--- src/rtl/mclr_pkg.sv ---
package mclr_pkg;
    typedef enum logic [1:0] {
        ST_IDLE   = 2'd0,
        ST_WRITE  = 2'd1,
        ST_FINISH = 2'd2
    } mclr_state_e;

    localparam int REG_W = 32;
endpackage

--- src/rtl/mclr_regs.sv ---
module mclr_regs #(
    parameter int             ADDR_W     = 22,
    parameter int             OFF_W      = 8,
    parameter logic [OFF_W-1:0] START_OFF  = 8'h18,
    parameter logic [OFF_W-1:0] END_OFF    = 8'h1C,
    parameter logic [OFF_W-1:0] STATUS_OFF = 8'h20
) (
    input  logic                      clk,
    input  logic                      rst_n,
    input  logic                      reg_we,
    input  logic [OFF_W-1:0]          reg_addr,
    input  logic [mclr_pkg::REG_W-1:0] reg_wdata,
    input  logic                      pending,
    input  logic                      done,
    output logic [mclr_pkg::REG_W-1:0] reg_rdata,
    output logic [ADDR_W-1:0]         start_q,
    output logic                      trig,
    output logic [ADDR_W-1:0]         trig_end
);
    localparam int TRIG_BIT = ADDR_W;
    localparam int PAD_W    = mclr_pkg::REG_W - ADDR_W;

    logic [ADDR_W-1:0] end_q;
    logic              unused_hi;

    assign unused_hi = ^reg_wdata[mclr_pkg::REG_W-1:TRIG_BIT+1];
    assign trig      = reg_we && (reg_addr == END_OFF) && reg_wdata[TRIG_BIT];
    assign trig_end  = reg_wdata[ADDR_W-1:0];

    always_ff @(posedge clk) begin
        if (!rst_n) begin
            start_q <= '0;
            end_q   <= '0;
        end else if (reg_we) begin
            if (reg_addr == START_OFF) start_q <= reg_wdata[ADDR_W-1:0];
            if (reg_addr == END_OFF)   end_q   <= reg_wdata[ADDR_W-1:0];
        end
    end

    always_comb begin
        reg_rdata = '0;
        if (reg_addr == START_OFF)       reg_rdata = {{PAD_W{1'b0}}, start_q};
        else if (reg_addr == END_OFF)    reg_rdata = {{PAD_W{1'b0}}, end_q};
        else if (reg_addr == STATUS_OFF) reg_rdata = {{(mclr_pkg::REG_W-2){1'b0}}, done, pending};
    end
endmodule

--- src/rtl/mclr_range.sv ---
module mclr_range #(
    parameter int ADDR_W     = 22,
    parameter int PAGE_BYTES = 64
) (
    input  logic [ADDR_W-1:0] start_addr,
    input  logic [ADDR_W-1:0] end_addr,
    output logic [ADDR_W:0]   first,
    output logic [ADDR_W:0]   limit,
    output logic              empty
);
    localparam logic [ADDR_W:0] PAGE_M1 = (ADDR_W+1)'(PAGE_BYTES - 1);
    localparam logic [ADDR_W:0] MASK    = ~PAGE_M1;

    assign first = {1'b0, start_addr} & MASK;
    assign limit = ({1'b0, end_addr} + PAGE_M1) & MASK;
    assign empty = (limit <= first);
endmodule

--- src/rtl/mclr_fsm.sv ---
module mclr_fsm #(
    parameter int ADDR_W     = 22,
    parameter int PAGE_BYTES = 64,
    parameter int WORD_BYTES = 4
) (
    input  logic            clk,
    input  logic            rst_n,
    input  logic            trig,
    input  logic [ADDR_W:0] first,
    input  logic [ADDR_W:0] limit,
    input  logic            empty,
    output logic [ADDR_W:0] cur_q,
    output logic            we,
    output logic            pending,
    output logic            done
);
    import mclr_pkg::*;

    localparam int              PAGE_LSB = $clog2(PAGE_BYTES);
    localparam logic [ADDR_W:0] STEP     = (ADDR_W+1)'(WORD_BYTES);

    mclr_state_e     state_q, state_d;
    logic [ADDR_W:0] lim_q;
    logic            last;

    assign last = (cur_q + STEP) >= lim_q;
    assign we   = (state_q == ST_WRITE);

    always_comb begin
        state_d = state_q;
        unique case (state_q)
            ST_IDLE:   if (trig) state_d = empty ? ST_FINISH : ST_WRITE;
            ST_WRITE:  if (last) state_d = ST_IDLE;
            ST_FINISH: state_d = ST_IDLE;
            default:   state_d = ST_IDLE;
        endcase
    end

    always_ff @(posedge clk) begin
        if (!rst_n) state_q <= ST_IDLE;
        else        state_q <= state_d;
    end

    always_ff @(posedge clk) begin
        if (!rst_n) begin
            cur_q   <= '0;
            lim_q   <= '0;
            pending <= 1'b0;
            done    <= 1'b0;
        end else begin
            unique case (state_q)
                ST_IDLE: if (trig) begin
                    cur_q   <= first;
                    lim_q   <= limit;
                    pending <= 1'b1;
                    done    <= 1'b0;
                end
                ST_WRITE: begin
                    cur_q <= cur_q + STEP;
                    if (last) begin
                        pending <= 1'b0;
                        done    <= 1'b1;
                    end
                end
                ST_FINISH: begin
                    pending <= 1'b0;
                    done    <= 1'b1;
                end
                default: pending <= 1'b0;
            endcase
        end
    end

    AST_WE_WHILE_PENDING: assert property (@(posedge clk) disable iff (!rst_n) we |-> pending) else $error("write without pending");
    AST_ADDR_STEP: assert property (@(posedge clk) disable iff (!rst_n) (we && $past(we)) |-> (cur_q == $past(cur_q) + STEP)) else $error("address step");
    AST_BELOW_LIMIT: assert property (@(posedge clk) disable iff (!rst_n) we |-> (cur_q < lim_q)) else $error("write past limit");
    AST_FIRST_ALIGNED: assert property (@(posedge clk) disable iff (!rst_n) $rose(we) |-> (cur_q[PAGE_LSB-1:0] == '0)) else $error("unaligned first write");
    AST_FLAGS_EXCL: assert property (@(posedge clk) disable iff (!rst_n) !(pending && done)) else $error("pending and done together");
    AST_DONE_ON_FALL: assert property (@(posedge clk) disable iff (!rst_n) $fell(pending) |-> done) else $error("pending fell without done");
    AST_START_CLEARS_DONE: assert property (@(posedge clk) disable iff (!rst_n) $rose(pending) |-> !done) else $error("done left set on start");
endmodule

--- src/rtl/mclr_engine.sv ---
module mclr_engine #(
    parameter int                ADDR_W     = 22,
    parameter int                OFF_W      = 8,
    parameter int                PAGE_BYTES = 64,
    parameter int                WORD_BYTES = 4,
    parameter int                MEM_ADDR_W = 32,
    parameter logic [MEM_ADDR_W-1:0] MEM_BASE = '0,
    parameter logic [7:0]        FILL_BYTE  = 8'h5A,
    parameter logic [OFF_W-1:0]  START_OFF  = 8'h18,
    parameter logic [OFF_W-1:0]  END_OFF    = 8'h1C,
    parameter logic [OFF_W-1:0]  STATUS_OFF = 8'h20
) (
    input  logic                    clk,
    input  logic                    rst_n,
    input  logic                    reg_we,
    input  logic [OFF_W-1:0]        reg_addr,
    input  logic [31:0]             reg_wdata,
    output logic [31:0]             reg_rdata,
    output logic                    mem_we,
    output logic [MEM_ADDR_W-1:0]   mem_addr,
    output logic [WORD_BYTES*8-1:0] mem_wdata
);
    logic [ADDR_W-1:0] start_q, trig_end;
    logic [ADDR_W:0]   first, limit, cur_q;
    logic              trig, empty, pending, done;

    mclr_regs #(
        .ADDR_W(ADDR_W), .OFF_W(OFF_W),
        .START_OFF(START_OFF), .END_OFF(END_OFF), .STATUS_OFF(STATUS_OFF)
    ) u_regs (
        .clk(clk), .rst_n(rst_n), .reg_we(reg_we), .reg_addr(reg_addr),
        .reg_wdata(reg_wdata), .pending(pending), .done(done),
        .reg_rdata(reg_rdata), .start_q(start_q), .trig(trig), .trig_end(trig_end)
    );

    mclr_range #(.ADDR_W(ADDR_W), .PAGE_BYTES(PAGE_BYTES)) u_range (
        .start_addr(start_q), .end_addr(trig_end),
        .first(first), .limit(limit), .empty(empty)
    );

    mclr_fsm #(.ADDR_W(ADDR_W), .PAGE_BYTES(PAGE_BYTES), .WORD_BYTES(WORD_BYTES)) u_fsm (
        .clk(clk), .rst_n(rst_n), .trig(trig), .first(first), .limit(limit),
        .empty(empty), .cur_q(cur_q), .we(mem_we), .pending(pending), .done(done)
    );

    assign mem_addr  = MEM_BASE + MEM_ADDR_W'(cur_q);
    assign mem_wdata = {WORD_BYTES{FILL_BYTE}};
endmodule

--- config.mk ---
export PLATFORM = sky130hd
export DESIGN_NAME = mclr_engine
export DESIGN_NICKNAME = d
export VERILOG_FILES = /design/src/rtl/mclr_pkg.sv /design/src/rtl/mclr_regs.sv /design/src/rtl/mclr_range.sv /design/src/rtl/mclr_fsm.sv /design/src/rtl/mclr_engine.sv
export SDC_FILE = /design/constraint.sdc
export NUM_CORES = 1
export LEC_CHECK = 0
export ABC_AREA = 1
export BUFFER_PORTS_ARGS = -buffer_cell sky130_fd_sc_hd__buf_4
export CORE_ASPECT_RATIO = 1.25
export CORE_MARGIN = 8
export CORE_UTILIZATION = 59
export CTS_BUF_LIST = sky130_fd_sc_hd__clkbuf_16
export CTS_CLUSTER_DIAMETER = 50
export DETAILED_ROUTE_END_ITERATION = 16
export GPL_ROUTABILITY_DRIVEN = 1
export GPL_TIMING_DRIVEN = 1
export PLACE_DENSITY = 0.87
export RECOVER_POWER = 100
export REMOVE_ABC_BUFFERS = 1
export SLEW_MARGIN = 20
export SYNTH_ARGS = -nofsm -noshare
export SYNTH_HDL_FRONTEND = slang
export SYNTH_SLANG_ARGS = --single-unit
--- constraint.sdc ---
create_clock -name clk -period 6.4 [get_ports clk]
set_clock_uncertainty 0.15 [all_clocks]
set_input_delay 1.6 -clock clk [delete_from_list [all_inputs] [get_ports clk]]
set_output_delay 1.6 -clock clk [all_outputs]
set_load 0.05 [all_outputs]
# == Yosys cells after proc, flatten, opt, wreduce, memory -nomap -nowiden ==
# Cells that the tools add are included.
# word_totals
mem_bits_ro,0
mem_bits_rw,0
latchBits,0
n_memories,0
out_inout_bits,97
regBits,88
in_bits,43
elab_cells,44
# classes
eq_ne,7
n_mul,0
div,0
n_shift,0
mux,15
addsub,2
order_cmp,2
n_reduce_logical,11
bitwise_logic,0
# op_table
op,count
$mux 32,2
$pmux 23 s2,1
$add 22x6->23 const B,1
$add 23x3->23 const B,1
$ge 23x23->1,1
$le 23x22->1,1
$mux 23,1
$eq 8x5->1 const B,2
$reduce_and 2->1,5
$eq 8x6->1 const B,1
$mux 2,4
$mux 1,4
$pmux 2 s2,1
$pmux 1 s3,1
$reduce_and 3->1,1
$reduce_bool 3->1,1
$eq 2x1->1 const B,1
$eq 2x2->1 const B,1
$logic_and 1x1->1,2
$logic_not 2->1,1
$ne 2x1->1 const B,1
$ne 2x2->1 const B,1
$pmux 1 s2,1
$reduce_bool 2->1,1

# == Longest topological paths before layout ==
# Gate-level depths: netlist of run 1.
# depth
ltp_word,5
mapped_depth,23
mapped_depth_nobuf,23

# == Modules after synthesis ==
# Synthesis of run 1 repeated with hierarchy kept, for this count alone.
# unflattened
cells_unflattened,1120
area_unflattened_um2,7380.8
# by_module_without_submodules
mod,seq_area_each_um2,instances,cells_each,area_each_um2
mclr_fsm,1001.0,1,447,3196.8
mclr_regs,880.8,1,420,2683.8
mclr_range,0.0,1,210,1184.9
mclr_engine,0.0,1,43,315.3

# == Worst setup path after synthesis of run 1 ==
# No wires, ideal clock.
# synth_timing
kind,input-to-output
from,input reg_addr[6]
to,output reg_rdata[10]
required_time_ns,4.650
path_buffers,1
slack_ns,1.615
stages,6
t_arrival_ns,3.035
cell_sequence,inv_1 nand3_1 nor2_1 nand4_1 clkbuf_1 o22ai_1
# synth_between
elab_chain_cells,3
elab_cells_between_ends,4
cone_classes,eq/ne (2); mux (2)
# synth_rtl
item,line_no,text
from (decl),mclr_engine.sv:16,"input logic [OFF_W-1:0] reg_addr,"
$eq 8x5->1,mclr_regs.sv:43,"else if (reg_addr == END_OFF) reg_rdata = {{PAD_W{1'b0}}, end_q};"
$mux 32,mclr_regs.sv:43,
$mux 32 *,mclr_regs.sv:42,"if (reg_addr == START_OFF) reg_rdata = {{PAD_W{1'b0}}, start_q};"
to (decl),mclr_engine.sv:18,"output logic [31:0] reg_rdata,"
# Mark *: on every way between the ends. The rest lies on a longest branch, timed or not.

# == Final worst setup path of run 1 ==
# layout_timing
from,input reg_addr[1]
to,register u_fsm.cur_q[7]
# layout_between
elab_chain_cells,5
# layout_rtl
item,line_no,text
$eq 8x5->1,mclr_regs.sv:27,assign trig = reg_we && (reg_addr == END_OFF) && reg_wdata[TRIG_BIT];
$logic_and 1x1->1 (2 in a row),mclr_regs.sv:27,
$ne 2x2->1 (no line),--,
$reduce_and 2->1 (no line),--,
to (signal assigned),mclr_fsm.sv:53,cur_q <= first;
to (signal assigned),mclr_fsm.sv:59,cur_q <= cur_q + STEP;
to (decl),mclr_fsm.sv:12,"output logic [ADDR_W:0] cur_q,"
# Every way passes these cells.
# A chain may end at the register's enable or synchronous reset.

==> impl_metrics.csv, run 1 <==
group,metric,value,unit
place,io_buffers,77,
pwr,clkPwrFrac,44.3,%
die,die-area,0.0132,mm²
yosys,synth.distinct_cells,44,
global_route,grt_first_pass_wirelength,24500,µm
yosys,yosysWarnings,0,
cts,cts_sinks,86,
cts,cts_root_buf,"clkbuf_16",
timing,tns,0,ns
global_route,grt_max_degree,68,
route,drtIter0Drc,407,
global_route,grt_pass1_vias,5364,
die,num_rows,40,
yosys,syn_area,0.00577,mm²
layout,mostFrequentLayoutCells,"inv_1 (154), nand2_1 (138), a21oi_1 (91)",
layout,nets,989,
pwr,p_seq_share,43.7,%
place,dp_hpwl,11000,µm
timing,period_needed,5.22,ns
place,dp.cells,1023,
global_route,grt.overflow.total,0,
layout,drive_gt1_share,7.01,%
pwr,ir_drop,0.126,mV
pwr,p_per_area,196,mW/mm²
cts,htreeDepth,3,
yosys,synth-seq-cells,86,
setup_path,cp_data_required_time,6.47,ns
yosys,async_flop_share,0,%
cts,cts_made_buffers,9,
die,core-area,0.00956,mm²
timing,max_freq,191,MHz
yosys,yosysSeqAreaShare,29.9,%
timing,rsz0062_at_grt,"false",
route,dr.pass1.iters,5,
yosys,syn_avg_cell_area,6.79,µm²
yosys,synth_edf_count,0,
die,initial_core_util,60.3,%
hold_path,hold_path_class,"reg2reg",
timing,max_slew_margin,-23.6,%
timing,hold_violations,0,
timing,slew_violations,28,
timing,setup_viol,0,
setup_path,critical_path_class,"in2reg",
cts,clock_latency,0.34,ns
place,finalWeightedCongestion,0.883,
layout,final_cells,1039,
run,drv_cap,1,
global_route,antenna_found_initial,0,
cts,postCtsSetupBuffers,0,
pwr,power.internal,0.903,mW
die,ios,140,
cts,cts_hold_buf,0,
route,viasPerCell,5.25,
route,drc_errors,0,
pwr,leakagePower,2.84,nW
setup_path,end_kind,"flip-flop",
cts,clk_pin_slew,0.06,ns
yosys,synth.area.top_cells,"dfxtp_1 (30%), inv_1 (9.9%), nand2_1 (8.9%)",
route,drtAntennaViolNets,0,
layout,final_common_cell,"inv_1",
layout,fillers,901,
pwr,power,1.23,mW
timing,period_share,81.6,%
setup_path,worstSetupStartpointType,"input pin",
pwr,swShare,26.5,%
cts,post_cts_resized,0,
route,dr_total_vias,5454,
timing,worst_slew_pin_slew,1.85,ns
yosys,postSynthCellCount,849,
outcome,violations,"capacitance limit, slew limit",
route,drt-total-wl,14800,µm
outcome,status,"finished, violations left",
cts,cts_buffer_depth,2,
setup_path,cp.arrival,5.29,ns
layout,diodes,0,
die,fp.dieH,127,µm
route,wl_per_cell,14.3,µm
yosys,synth_top_cell_by_area,"dfxtp_1",
pwr,net-switching-power,0.326,mW
layout,syn2layout_area_growth,8.98,%
pwr,power_frac_comb,12.0,%
global_route,grtUsageTotal,22.3,%
cts,cts_tree,"built",
yosys,synth_flop_cell,"dfxtp_1",
yosys,yosys.area.top_type_share,29.9,%
die,die_w,104,µm
setup_path,critPathMaxFanout,27,
cell usage after synthesis (2+ instances only):
master and instances:
or2_2 4, inv_2 2, buf_1 2, o21ai_0 71, a21oi_1 88, nand3b_1 3, nand4_1 18, nor4_1 3
o21ai_1 6, xnor2_1 5, a211oi_1 12, nand3_1 18, dfxtp_1 86, buf_2 5, inv_1 152, clkbuf_1 20
xor2_1 13, nor3_1 7, ha_1 38, nand2_1 137, nor2_2 5, buf_6 2, nor2_1 55, a21oi_2 3
buf_4 53, o22ai_1 22, conb_1 2
worst max-delay path, stage by stage:
cell and delay (ns):
clkbuf_4 0.11, nor2_2 0.13, nand2_1 0.07, nor2_2 0.07, nand2_1 0.47, nor2_1 1.58, nand3_4 0.36, o21ai_4 0.38
inv_4 0.21, o21ai_0 0.23, a21oi_1 0.06
power by group through the flow:
stage,Sequential [mW],Combinational (mW),Clock [mW]
final,0.537,0.148,0.544
after floorplan,0.549,0.107,0
after detailed placement,0.549,0.145,0
after CTS,0.537,0.146,0.550
after global routing,0.536,0.160,0.571
after global placement,0.549,0.144,0
final timing paths:
path,start,to,slack [ns],cells after the start
max,reg_addr[1],u_fsm.cur_q[7]$_SDFFE_PN0P_,1.18,11
min,u_regs.end_q[8]$_SDFFE_PN0P_,u_regs.end_q[8]$_SDFFE_PN0P_,0.30,2
max reg2reg,u_fsm.cur_q[2]$_SDFFE_PN0P_,u_fsm.state_q[0]$_SDFFE_PN0P_,3.00,19
min reg2reg,u_regs.end_q[8]$_SDFFE_PN0P_,u_regs.end_q[8]$_SDFFE_PN0P_,0.30,2
logic make-up (layout without fill, tap and decap cells):
| group | Yosys count | in the layout | synth area share [%] |
|---|---|---|---|
| flip-flops | 86 | 86 | 29.9 |
| AO/OA/AOI/OAI | 208 | 208 | 19.7 |
| adder cells (fa/ha/maj) | 38 | 38 | 8.24 |
| XOR/XNOR | 18 | 18 | 2.73 |
| buffers and inverters | 238 | 251 | 19.4 |
| other | 2 | 53 | 0.130 |
| AND/OR/NAND/NOR | 259 | 259 | 20.0 |
through the flow:
| step | setup slack, ns | hold slack, ns | instance area (µm²) | utilization, % |
|---|---|---|---|---|
| 3_3_place_gp | 1.73 | 0.290 | 6180 | 64.7 |
| 6_report | 1.18 | 0.303 | 6280 | 65.7 |
| 2_1_floorplan | 1.28 | 0.279 | 5430 | - |
| 5_1_grt | 0.780 | 0.324 | 6280 | 65.7 |
| 3_5_place_dp | 1.74 | 0.295 | 6180 | 64.7 |
| 4_1_cts | 1.71 | 0.303 | 6490 | 67.9 |
area by class of cell:
cell class                      instances  area, µm²  share of cell area (%)
Sequential cell                        86       1720                    27.4
Multi-Input combinational cell        576       3090                    49.2
Inverter                              156        588                    9.36
Clock inverter                          7       81.3                    1.29
Timing Repair Buffer                   79        420                    6.69
Clock buffer                            9        225                    3.58
Tap cell                              126        158                    2.51
routing by layer:
layer  up-vias  share of wire [%]  global-route usage, %
li1       2756                  -                      -
met1      2475                 42                   25.5
met2       197                 49                   38.4
met3        26                7.0                   5.27
met4         0                2.5                   10.6
met5         -                  0                      0
state kept, by name, indices dropped and copies added (netlist names):
signal	flops
u_fsm.pending	1
u_fsm.cur_q	21
u_fsm.lim_q	17
u_regs.start_q	22
u_fsm.done	1
u_fsm.state_q	2
u_regs.end_q	22
No activity file was read; power rests on OpenSTA's default activity.
==> run 2, diff against run 1 <==
--- a/config.mk
+++ b/config.mk
@@ -5,17 +5,17 @@
 export SDC_FILE = /design/constraint.sdc
 export NUM_CORES = 1
 export LEC_CHECK = 0
-export ABC_AREA = 1
+export ABC_AREA = 0
 export BUFFER_PORTS_ARGS = -buffer_cell sky130_fd_sc_hd__buf_4
 export CORE_ASPECT_RATIO = 1.25
 export CORE_MARGIN = 8
-export CORE_UTILIZATION = 59
+export CORE_UTILIZATION = 49
 export CTS_BUF_LIST = sky130_fd_sc_hd__clkbuf_16
 export CTS_CLUSTER_DIAMETER = 50
 export DETAILED_ROUTE_END_ITERATION = 16
 export GPL_ROUTABILITY_DRIVEN = 1
 export GPL_TIMING_DRIVEN = 1
-export PLACE_DENSITY = 0.87
+export PLACE_DENSITY = 0.77
 export RECOVER_POWER = 100
 export REMOVE_ABC_BUFFERS = 1
 export SLEW_MARGIN = 20
==> constraint.sdc (replaced) <==
create_clock -name clk -period 4.4 [get_ports clk]
set_clock_uncertainty 0.15 [all_clocks]
set_input_delay 1.1 -clock clk [delete_from_list [all_inputs] [get_ports clk]]
set_output_delay 1.1 -clock clk [all_outputs]
set_load 0.05 [all_outputs]
==> impl_metrics.csv, run 2 <==
group,metric,value,unit
cts,cts_tree,"built",
yosys,synth.area.top_cells,"dfxtp_1 (31%), ha_1 (8.5%), nand2_1 (7.8%)",
setup_path,critPathMaxFanout,20,
hold_path,holdPathStages,2,
timing,period_share,94.5,%
setup_path,critical_path_class,"in2out",
setup_path,r2r-end,"u_fsm.pending$_SDFFE_PN0P_",
timing,slew_violations,33,
cts,htreeDepth,3,
yosys,synthSimpleGateAreaFrac,21.0,%
yosys,yosysWarnings,0,
global_route,grtUsageTotal,19.9,%
hold_path,hold_path.startpoint,"u_regs.start_q[3]$_SDFFE_PN0P_",
layout,fillers,1041,
global_route,grt.overflow.total,0,
outcome,status,"finished, violations left",
cts,postCtsSetupBuffers,0,
yosys,syn_area,0.00559,mm²
die,num_rows,43,
pwr,leakagePower,2.49,nW
place,place_area,0.00606,mm²
layout,diodes,0,
place,dp_hpwl,11200,µm
yosys,synth-adder-area-share,8.51,%
yosys,synthXorXnorAreaFrac,5.33,%
route,viasPerCell,5.58,
yosys,postSynthCellCount,713,
pwr,ir_drop,0.177,mV
setup_path,reg2reg_slack,0.79,ns
place,io_buffers,77,
yosys,synth_top_family_by_area,"simple AND/OR/NAND/NOR gates",
timing,max_slew_margin,-4.90,%
yosys,synth_compound_area_share,19.7,%
layout,final_area,0.00618,mm²
hold_path,hold_path_class,"reg2reg",
die,fp.dieH,135,µm
yosys,synth_flop_cell,"dfxtp_1",
route,drtIter0Drc,227,
setup_path,worstSetupStartpointType,"input pin",
layout,mostFrequentLayoutCells,"nand2_1 (116), dfxtp_1 (86), a21oi_1 (71)",
die,core-area,0.0111,mm²
setup_path,r2r_start,"u_fsm.cur_q[4]$_SDFFE_PN0P_",
route,drt-total-wl,14900,µm
yosys,yosysSeqAreaShare,30.8,%
pwr,power,1.66,mW
yosys,synth-seq-cells,86,
yosys,yosys.area.top_type_share,30.8,%
setup_path,critPathMaxStageDelay,0.60,ns
pwr,p_per_area,269,mW/mm²
setup_path,startpoint,"reg_addr[7]",
layout,syn2layout_area_growth,10.7,%
timing,rsz0062_at_grt,"false",
cts,clock_latency,0.34,ns
yosys,synth_top_cells_by_count,"nand2_1 (116), dfxtp_1 (86), a21oi_1 (71)",
timing,hold_violations,0,
global_route,grt_max_degree,33,
cts,post_cts_resized,0,
yosys,yosys.cell_count.top_type,"nand2_1",
yosys,syn_avg_cell_area,7.84,µm²
cts,cts_buffer_depth,2,
die,die_w,112,µm
hold_path,worstHoldEndpoint,"u_regs.start_q[3]$_SDFFE_PN0P_",
setup_path,path_cells,"clkbuf_4 > or4_1 > nor3_2 > buf_4 > a22o_1 > clkbuf_1",
setup_path,slowest_stage,"or4_1",
die,die-area,0.0151,mm²
route,dr_total_vias,5104,
route,drc_errors,0,
yosys,synth_mux_area_share,1.25,%
layout,nets,856,
route,wl_per_cell,16.3,µm
cts,cts_root_buf,"clkbuf_16",
cts,cts_sinks,86,
die,initial_core_util,50.2,%
setup_path,cp.arrival,2.91,ns
global_route,antenna_found_initial,0,
yosys,async_flop_share,0,%
setup_path,end_kind,"output pin",
yosys,synth.distinct_cells,55,
run,drv_cap,1,
timing,setup_viol,0,
setup_path,cp_data_required_time,3.15,ns
timing,max_freq,240,MHz
route,drtAntennaViolNets,0,
setup_path,ff2ff_path_depth,11,
cts,cts_made_buffers,9,
global_route,grt_first_pass_wirelength,24700,µm
timing,period_needed,4.16,ns
yosys,synth_edf_count,0,
layout,drive_gt1_share,11.8,%
layout,largestRegisters,"u_regs.end_q: 22 flops, u_regs.start_q: 22 flops, u_fsm.cur_q: 21 flops",
place,finalWeightedCongestion,0.909,
yosys,synth_top_cell_by_area,"dfxtp_1",
layout,final_common_cell,"nand2_1",
global_route,grt_pass1_vias,5261,
outcome,violations,"capacitance limit, slew limit",
timing,worst_slew_pin_slew,1.57,ns
cts,clk_pin_slew,0.06,ns
route,dr.pass1.iters,5,
cts,cts_hold_buf,0,
die,ios,140,
## run 2: changes by cell type in the layout (fill, tap and decap cells not counted), sizes merged, moves of 19 or more
cell	delta
o21ai	-69
inv	-110
nand3	+23
a22o	+20
nor2	-35
o22ai	-19
nand2	-21
buf	+24
## run 2: cell type report
type	count	area (µm²)	area share, %
multi-input combinational	543	3310	53.5
sequential	86	1720	27.8
timing repair buffer	89	553	8.94
clock buffer	9	225	3.64
inverter	46	173	2.79
tap	135	169	2.73
clock inverter	7	32.5	0.526
## run 2: worst max-delay path: cells and delay by family
kind	cells	cell delay, ns
and+or+nand+nor	2	0.76
AOI/OAI and AO/OA	1	0.17
buffers and inverters	3	0.86
## run 2: cells by family (layout without fill, tap and decap cells)
group / Yosys count / count (layout)
fa+ha+maj: 38 / 38
flops: 86 / 86
xor+xnor: 34 / 34
buf+inv: 135 / 151
compound gates: 161 / 161
mux: 7 / 7
other cells: 2 / 53
simple gates: 250 / 250
## run 2: routing by layer
| metal | GRT usage, % | share of wire [%] | vias up |
|---|---|---|---|
| met1 | 22.0 | 42 | 2372 |
| met3 | 4.91 | 5.6 | 41 |
| met4 | 10.3 | 3.5 | 0 |
| met2 | 34.7 | 49 | 206 |
| li1 | - | - | 2485 |
| met5 | 0 | 0 | - |
## run 2: metrics by stage
stage	std cells	hold slack, ns	worst slack [ns]	utilization, %	TNS, ns
floorplan	675	0.282	-1.38	-	-30.26
global placement	899	0.287	0.335	54.4	0
detailed placement	899	0.297	0.226	54.4	0
CTS	915	0.305	0.531	56.7	0
global route	915	0.329	0.162	55.5	0
finish	915	0.304	0.240	55.5	0
## run 2: worst max-delay path by stage
stage / depth (start not counted) / to / slack [ns]
floorplan: 3 / reg_rdata[10] / -1.38
global placement: 14 / u_fsm.state_q[0]$_SDFFE_PN0P_ / 0.34
detailed placement: 14 / u_fsm.state_q[0]$_SDFFE_PN0P_ / 0.23
CTS: 6 / reg_rdata[0] / 0.53
global route: 6 / reg_rdata[10] / 0.16
finish: 6 / reg_rdata[18] / 0.24
## run 2: power by group
part           internal [mW]  switching, mW  leakage [nW]  total [mW]
sequential             0.779       0.000445         0.692       0.780
clock                  0.372          0.304         0.129       0.677
combinational         0.0427          0.164          1.67       0.206
total                   1.19          0.468          2.49        1.66
